File: src/rtl/sram_port_ctrl.sv
`timescale 1ns/1ps
module sram_port_ctrl #(
  parameter int CLK_NS   = 8,
  parameter int T_AA_NS  = 15,
  parameter int T_PWE_NS = 12,
  parameter int T_SD_NS  = 8,
  parameter int T_HZ_NS  = 7,
  parameter int AW       = 17,
  parameter int DW       = 8
) (
  input  logic          clk,
  input  logic          rst_n,
  input  logic          req_valid,
  output logic          req_ready,
  input  logic          req_write,
  input  logic [AW-1:0] req_addr,
  input  logic [DW-1:0] req_wdata,
  output logic [DW-1:0] rd_data,
  output logic          rd_valid,
  output logic [AW-1:0] mem_addr,
  output logic          mem_ce_n,
  output logic          mem_ce,
  output logic          mem_oe_n,
  output logic          mem_we_n,
  output logic [DW-1:0] mem_dout,
  output logic          mem_dout_oe,
  input  logic [DW-1:0] mem_din
);
  function automatic int to_cyc(int ns);
    int c;
    c = (ns + CLK_NS - 1) / CLK_NS;
    return (c < 1) ? 1 : c;
  endfunction

  localparam int RD_CYC = to_cyc(T_AA_NS);
  localparam int WE_CYC = to_cyc((T_PWE_NS > T_SD_NS) ? T_PWE_NS : T_SD_NS);
  localparam int SU_CYC = to_cyc(T_HZ_NS);
  localparam int MAX_A  = (RD_CYC > WE_CYC) ? RD_CYC : WE_CYC;
  localparam int MAX_C  = (MAX_A > SU_CYC) ? MAX_A : SU_CYC;
  localparam int CW     = (MAX_C < 2) ? 1 : $clog2(MAX_C);

  typedef enum logic [2:0] {S_IDLE, S_READ, S_WSU, S_WPUL, S_WHLD} st_t;
  st_t           st;
  logic [CW-1:0] cnt;
  logic [AW-1:0] addr_q;
  logic [DW-1:0] wdata_q;

  always_ff @(posedge clk) begin
    if (!rst_n) begin
      st       <= S_IDLE;
      cnt      <= '0;
      addr_q   <= '0;
      wdata_q  <= '0;
      rd_data  <= '0;
      rd_valid <= 1'b0;
    end else begin
      rd_valid <= 1'b0;
      case (st)
        S_IDLE: if (req_valid) begin
          addr_q  <= req_addr;
          wdata_q <= req_wdata;
          cnt     <= '0;
          st      <= req_write ? S_WSU : S_READ;
        end
        S_READ: if (cnt == CW'(RD_CYC - 1)) begin
          rd_data  <= mem_din;
          rd_valid <= 1'b1;
          st       <= S_IDLE;
        end else cnt <= cnt + 1'b1;
        S_WSU: if (cnt == CW'(SU_CYC - 1)) begin
          cnt <= '0;
          st  <= S_WPUL;
        end else cnt <= cnt + 1'b1;
        S_WPUL: if (cnt == CW'(WE_CYC - 1)) st <= S_WHLD;
                else cnt <= cnt + 1'b1;
        default: st <= S_IDLE;
      endcase
    end
  end

  assign req_ready   = (st == S_IDLE);
  assign mem_addr    = addr_q;
  assign mem_ce_n    = (st == S_IDLE);
  assign mem_ce      = (st != S_IDLE);
  assign mem_oe_n    = (st != S_READ);
  assign mem_we_n    = (st != S_WPUL);
  assign mem_dout    = wdata_q;
  assign mem_dout_oe = (st == S_WPUL) || (st == S_WHLD);

  p_idle_deselect_r1: assert property (@(posedge clk) disable iff (!rst_n)
    req_ready |-> (mem_ce_n && !mem_ce && mem_oe_n && mem_we_n && !mem_dout_oe));
  p_busy_after_accept_r2: assert property (@(posedge clk) disable iff (!rst_n)
    (req_valid && req_ready) |=> !req_ready);
  p_addr_held_r3: assert property (@(posedge clk) disable iff (!rst_n)
    (!req_ready && $past(!req_ready)) |-> $stable(mem_addr));
  p_rd_pulse_r5: assert property (@(posedge clk) disable iff (!rst_n)
    rd_valid |=> !rd_valid);
  p_we_oe_excl_r9: assert property (@(posedge clk) disable iff (!rst_n)
    !mem_we_n |-> mem_oe_n);
  p_no_contention_r9: assert property (@(posedge clk) disable iff (!rst_n)
    mem_dout_oe |-> (mem_oe_n && $past(mem_oe_n)));
  p_drive_in_pulse_r7: assert property (@(posedge clk) disable iff (!rst_n)
    !mem_we_n |-> mem_dout_oe);
endmodule

File: config.mk
export PLATFORM = sky130hd
export DESIGN_NAME = sram_port_ctrl
export DESIGN_NICKNAME = d
export VERILOG_FILES = /design/src/rtl/sram_port_ctrl.sv
export SDC_FILE = /design/constraint.sdc
export NUM_CORES = 1
export LEC_CHECK = 0
export ABC_AREA = 1
export BUFFER_PORTS_ARGS = -buffer_cell sky130_fd_sc_hd__buf_2
export CORE_MARGIN = 8
export CORE_UTILIZATION = 45
export DETAILED_ROUTE_END_ITERATION = 8
export PLACE_DENSITY = 0.89
export SETUP_SLACK_MARGIN = 0.15
export SLEW_MARGIN = 40
export SYNTH_ARGS = -nofsm -noshare
export SYNTH_HDL_FRONTEND = slang
export SYNTH_SLANG_ARGS = --single-unit
File: constraint.sdc
create_clock -name clk -period 1.47 [get_ports clk]
set_input_delay 0.2205 -clock clk [delete_from_list [all_inputs] [get_ports clk]]
set_output_delay 0.2205 -clock clk [all_outputs]
set_load 0.05 [all_outputs]
==> results of run 1 <==
metrics by stage:
stage                     total power [W]  worst slack (ps)  instance area [um2]
after detailed placement          0.00302               130                 2060
after global placement            0.00300               164                 2060
final                             0.00403             -6.54                 2320
after floorplan                   0.00280               130                 1670
after global routing              0.00425             -93.5                 2320
after CTS                         0.00368             -23.0                 2170
final cells by class:
type | instances | area, um2
inverters | 10 | 48.8
flip-flops and latches | 38 | 769
well taps | 48 | 60.1
clock inverters | 1 | 5.00
repair buffers | 89 | 581
multi-input cells | 128 | 805
clock buffers | 7 | 55.1
fillers | 316 | 1250
layer usage:
| metal | global-route usage (%) | share of wire [%] | vias up |
|---|---|---|---|
| li1 | - | - | 795 |
| met1 | 14.3 | 38 | 747 |
| met2 | 25.1 | 52 | 47 |
| met3 | 6.25 | 7.8 | 7 |
| met4 | 6.15 | 1.6 | 0 |
| met5 | 0 | 0 | - |
registers in the layout (all words and copies together) (netlist names):
name and flops:
mem_dout 8, cnt 1, st 3, mem_addr 17, rd_data 8, rd_valid 1
kinds of logic after synthesis:
logic type	Yosys count	synth area share, %
AO/OA/AOI/OAI	38	16.1
buffers and inverters	21	8.36
flip-flops	38	46.2
AND/OR/NAND/NOR	88	29.3
worst max-delay path, stage by stage (launching register included):
cell	delay (ps)
dfxtp_4	370
inv_4	80
nand2_4	70
nor2_8	140
clkinvlp_4	100
buf_6	150
worst paths after layout:
check               startpoint  slack [ps]            to  depth (start not counted)
hold reg to reg   mem_addr[12]         470  mem_addr[12]                          2
setup / recovery         st[0]          -7        mem_ce                          5
hold / removal      mem_din[0]         120    rd_data[0]                          3
setup reg to reg         st[0]          70   mem_dout[6]                          8
synth_stat cells (2+ instances only):
master	number
inv_2	3
clkbuf_1	4
o21ai_0	10
nor2_1	19
buf_12	2
nand2_2	20
buf_6	2
nand3_1	30
dfxtp_1	38
inv_1	6
a21oi_2	20
buf_4	2
a21oi_1	8
nand2_1	12
what timing repair did:
item                       in CTS  in global routing
buffers inserted                2                  3
gates cloned                    0                  4
hold buffers                    0                  0
setup endpoints to repair      21                 32
hold endpoints to repair        0                  0
gates resized for setup        12                 16
pin swaps                       2                  3
power groups by stage:
stage	sequential, W	combinational [W]	clock (W)
after floorplan	0.00172	0.00108	0
after global placement	0.00131	0.00170	0
after detailed placement	0.00131	0.00171	0
after CTS	0.00129	0.00182	0.000571
after global routing	0.00132	0.00232	0.000617
final	0.00130	0.00218	0.000554
==> results, run 1 <==
- The flow ran to the end, but the final reports show violations.
- The final reports fail on setup timing.
- For this design the top-level I/O count stands at 77.
- After detailed routing, the average wire length per cell comes to 14.6 um.
- The remaining design rule violation count is 0.
- On the final layout, the worst hold slack is about 120 ps.
- The count of routing violations after the opening detailed-route iteration is between 50 and 60.
- In this run the tightest slew margin relative to its limit is between 70 and 80%.
- The die is 76.5 um wide.
- Entering global routing, the biggest net connects 26 pins.
- The length of the first detailed-routing pass in iterations is 4.
- The clock drives 38 sinks.
- The clock network fraction of design power is a little over an eighth.
- The sequential fraction of design power is roughly a third.
- Clock tree synthesis inserted a total of 5 buffers.
- The power density over the cells is about 1700 mW/mm2.
- The launching element type of the critical path is a flop.
- The core region area is approximately 0.0036 mm2.
- The detail route stage leaves a number of antenna-violating nets equal to 0.
- The floorplan step set the die height to about 76 um.
- The count of input and output buffers is 76.
- Ranked by total cell area, the synthesized netlist is headed by dfxtp_1, a21oi_2, nand3_1.
- The most common cell after layout, fill and taps aside is buf_2.
- The number of global-route vias before repair was about 1500.
- The top cell types in the final layout, fill and taps aside, are buf_2, dfxtp_1, nand3_1.
- The total overflow reported by the global router is 0.
- In the global route stage, overall resource usage came out at between 10% and 20%.
- STA classifies the critical path endpoint as a primary output.
- The critical path is of the reg -> out type.
- In the synthesized netlist the async set-or-reset flop fraction comes to 0%.
- Once layout is complete, the utilization of the core stands at between 60% and 70%.
- The cell at the root of the clock tree is clkbuf_4.
- The final critical-path setup slack is -6.54 ps.
- For this run, the register share of the synthesized area comes to a little under half.
- The tightest min-delay check is of the in -> reg type.
- The first global-routing pass estimated roughly 7000 um of wire.
- The data arrival time of the critical path is ~1300 ps.
- The worst path in the final design needs a cycle of 1480 ps, including I/O delays and setup.
- The clock transition at the registers of the reported paths is ~100 ps.
- Setup repair after global routing could not meet its margin everywhere.
- The share of synthesized area in the top cell type comes to 46.2%.
- The via density per instance is 4.97.
- The initial antenna violation count is 0.
- Yosys mapped a number of flops with a built-in enable equal to 0.
- Summed over all cells, the static leakage comes to approximately 1.0 nW.
- The total setup violations reported at the end of the flow is 1.
- The die area is 0.00585 mm2.
- The number of max-cap violations is 0.
- The count of yosys warnings during synthesis is 0.
- The count of vias placed by the detailed router is about 1600.
- The gate count of the mapped netlist is 185.
- The count of distinct cell types in the synthesized netlist is 23.
- Leaving out filler cells and counting taps, the final layout contains 321.
- The final estimated routing congestion in global placement is 0.882.
- The synthesized flop and latch total is 38.
- The setup total negative slack is -6.54 ps.
- The biggest area contributor in the post-synthesis netlist is dfxtp_1.
- Cell internal power was estimated by the tool at 0.00220 W.
- The mapped netlist covers 0.00165 mm2.
- The clock passes through at most 2 buffers.
- A synthesized cell averages 8.90 um2.
- The switching share of total power is approximately 45%.
- The max-slew violation count is 0.
- The post-route clock skew is 11.0 ps.
- The number of placed instances, taps included, is 304.
- The post-route netlist has a little under three fifths of its cells at a drive strength greater than 1.
- The period utilization is 100%.
- The final wirelength is 4670 um.
- The share of total power dissipated in combinational logic is 54.2%.
- For the worst setup path, the data required time is roughly 1300 ps.
- When the netlist entered floorplanning its net count stood at about 220.
- At the pin with the least slew margin, the transition time is 410 ps.
- In this run the worst path has a maximum fanout of 6.
- The analysis attributes to net switching a power of 0.00184 W.
- TritonCTS built the clock tree.
- The peak ir drop on the vdd network is 0.000804 V.
- The starting density of the core is 46.0%.
- Based on the critical path, the design can be clocked at up to 677 MHz.
- The commonest register cell after synthesis is dfxtp_1.
- The initialized floorplan defines 22 standard-cell rows.
- The clock reaches the later pin of the worst-skew pair after roughly 340 ps.
- The final layout contains slightly above 300 nets.
- The detailed-placement wirelength estimate is 3100 um.
- The total number of H-tree levels is 2.
- The area growth from synthesis to layout is 41.1%.
- The total count of hold-check failures in the final report is 0.
- The number of antenna diodes in the final layout is 0.
Note: power is estimated with default switching activity, not from simulation.
==> run 2, diff against run 1 <==
- GPL_ROUTABILITY_DRIVEN: unset -> 0
- MAX_ROUTING_LAYER: unset -> met4
- PLACE_DENSITY: 0.89 -> 0.83
==> run 2 against run 1 <==
The flow still finishes with violations (setup timing); worst setup slack worse by 15 ps; clock power up 26%; via count down 2.8%; sequential power about the same; critical path depth unchanged; sequential share of layout area up 0.63 points; first-iteration DRC count up 37%; utilization down 1.0 points; flip-flop and latch count unchanged; global-route usage up 1.3 points; routed wire length down 4.2%; largest cell class unchanged.
==> results, run 2 (synthesized netlist as in run 1, its figures left out) <==
- The critical path startpoint is st[0] (unchanged).
- The I/O pin total is 77 (unchanged).
- The kind of path behind the tightest hold check is in -> reg (unchanged).
- The total number of H-tree levels is 2 (unchanged).
- The detailed-placement wirelength estimate is 3090 um (was 3100 um).
- The total clock buffers created by CTS is 5 (unchanged).
- The width of the chip was 76.5 um (unchanged).
- The endpoint of the most critical register-to-register path is mem_addr[1] (was mem_dout[6]).
- The largest incremental delay on the critical path is 370 ps (about the same).
- The via density per instance is 4.83 (was 4.97).
- The power density over the cells came to 1750 mW/mm2 (was 1740 mW/mm2).
- The number of buffers on the longest clock path is 2 (unchanged).
- The register cell area after layout is 772 um2 (was 769 um2).
- Run status: complete, but fails checks (unchanged).
- The setup total negative slack is -25.1 ps (was -6.54 ps).
- The final wirelength is 4470 um (was 4670 um).
- The data arrival time of the critical path was 1270 ps (was 1260 ps).
- The average wire length per cell after detail routing is 13.9 um (was 14.6 um).
- The final critical-path setup slack is -21.6 ps (was -6.54 ps).
- The post-route clock skew is 16.4 ps (was 11.0 ps).
- The time the worst path needs with I/O delays and setup was 1490 ps (was 1480 ps).
- The launching element type of the critical path is a flop (unchanged).
- The total stage count of the critical path came to 5 (unchanged).
- The worst setup path endpoint is mem_dout_oe (was mem_ce).
- The most common cell after layout, fill and taps aside was buf_2 (unchanged).
- The cell at the root of the clock tree is clkbuf_4 (unchanged).
- The largest net degree at the start of global routing is 26 (unchanged).
- The endpoint kind of the worst setup timing path is a primary output (unchanged).
- The number of flip-flops under the largest register name is 17 (unchanged).
- Violated checks: setup timing (unchanged).
- The buffers plus inverters on the worst setup path is 2 (was 3).
- The clock tree from TritonCTS is built (unchanged).
- CP Cell Sequence: inv_4, nor2_4, nand2_4, o21ai_2, buf_6 (was inv_4, nand2_4, nor2_8, clkinvlp_4, buf_6).
- The length of the first detailed-routing pass in iterations is 4 (unchanged).
- The depth of the most critical reg-to-reg path came to 7 (was 8).
- The synthesis-to-finish area growth came to 38.9% (was 41.1%).
- The total count of hold-check failures in the final report came to 0 (unchanged).
- The leakage power total is 1.05 nW (was 1.04 nW).
- The worst-path maximum fanout came to 3 (was 6).
- The number of nets in the finished design is 309 (unchanged).
- The total global routing track utilization was 15.6% (was 14.3%).
- The remaining design rule violation count came to 0 (unchanged).
- The clock net sink count was 38 (unchanged).
- Top library cells by usage in the layout, fill and taps aside: buf_2, dfxtp_1, nand3_1 (unchanged).
- The global-route wire length before repair is 7410 um (was 6990 um).
- The remaining number of nets flagged by the antenna check after routing is 0 (unchanged).
- The highest attainable clock frequency is 670 MHz (was 677 MHz).
- The count of routing violations after the opening detailed-route iteration is 74 (was 54).
- The die area is 0.00585 mm2 (unchanged).
- The remaining max-slew budget at the tightest pin is 78.3% (was 72.7%).
- The total instance count after detailed placement is 303 (was 304).
- The source-to-sink clock delay at the later pin of the worst-skew pair is 350 ps (was 340 ps).
- The period utilization came to 101% (was 100%).
- The count of vias placed by the detailed router is 1551 (was 1596).
- The total setup violations reported at the end of the flow was 2 (was 1).
- The max-slew violation count was 0 (unchanged).
- The peak ir drop on the vdd network is 0.00110 V (was 0.000804 V).
- The number of fill cells in the layout is 329 (was 316).
- The total overflow reported by the global router was 0 (unchanged).
- The starting density of the core came to 46.0% (unchanged).
- The origin of the critical flop-to-flop path is st[1] (was st[0]).
- The number of global-route vias before repair is 1557 (was 1523).
- The required time at the endpoint of the critical path is 1250 ps (about the same).
- The worst hold slack after final layout was 105 ps (was 117 ps).
- The worst setup path category was reg -> out (unchanged).
- The count of non-filler cells in the finished layout is 321 (unchanged).
- The core region area is 0.00358 mm2 (unchanged).
- The placement row count is 22 (unchanged).
- The setup slack of the most critical reg-to-reg path was 130 ps (was 70 ps).
- The post-route core utilization was 63.9% (was 64.9%).
- The worst-case setup slack after placement came to 140 ps (was 130 ps).
- The dominant delay contributor by cell family on the critical path is flip-flops (unchanged).
- The count of input and output buffers is 76 (unchanged).
- The number of max-cap violations came to 0 (unchanged).
- The count of hold-fix buffers inserted at cts is 0 (unchanged).
- The initial antenna violation count is 0 (unchanged).
- The diode insertion count for antenna repair is 0 (unchanged).
- The transition time at the pin with the least slew margin is 325 ps (was 410 ps).
- Unrepaired setup endpoints after global routing: yes (unchanged).
- The height of the chip is 76.5 um (unchanged).
- The footprint of the multi-input gates is 793 um2 (was 805 um2).
- The clock transition at the registers of the reported paths is 110 ps (was 100 ps).
- The master of the slowest instance on the critical path is dfxtp_4 (unchanged).
- The share of cells above drive strength 1 is 59.0% (was 57.5%).
[run 2: worst min-delay path by stage]
stage                      from           to  slack (ps)  cells past startpoint
global placement    mem_dout[1]  mem_dout[1]         450                      2
finish               mem_din[5]   rd_data[5]         110                      3
CTS                  mem_din[2]   rd_data[2]         110                      3
detailed placement  mem_dout[2]  mem_dout[2]         450                      2
floorplan             req_write        st[1]         370                      2
global route         mem_din[0]   rd_data[0]         110                      3
[run 2: worst min-delay path, cell delays in order]
cell and delay, ps:
buf_2 80, o21ai_2 50, nor2_1 70
[run 2: timing repair]
action / in CTS / in global routing
gates cloned: 0 / 1
resized for setup: 20 / 16
setup buffers: 6 / 3
endpoints found under the setup margin: 20 / 31
pin swaps: 4 / 6
[run 2: layout make-up]
cell class	count	share of cell area, %
multi-input cells	127	34.7
flip-flops and latches	38	33.8
repair buffers	90	23.2
well taps	48	2.63
inverters	10	2.35
clock inverters	3	1.75
clock buffers	5	1.64
[run 2: metrics by stage]
| stage | area [um2] | total power, W |
|---|---|---|
| final | 2290 | 0.00400 |
| after global routing | 2290 | 0.00421 |
| after CTS | 2220 | 0.00393 |
| after detailed placement | 2040 | 0.00302 |
| after global placement | 2040 | 0.00300 |
| after floorplan | 1670 | 0.00280 |
[run 2: routing by layer]
layer / up-vias / routed length (um) / track usage [%]
met3: 5 / 251 / 5.42
met1: 721 / 1800 / 16.3
met5: - / 0 / -
met4: 0 / 58 / 4.62
met2: 38 / 2370 / 27.0
li1: 787 / - / -
[run 2: power breakdown]
part	internal [W]	switching, W	leakage (nW)	total (W)
clock network	0.000352	0.000346	0.0450	0.000698
logic	0.000659	0.00136	0.689	0.00202
registers	0.00118	0.000104	0.313	0.00129
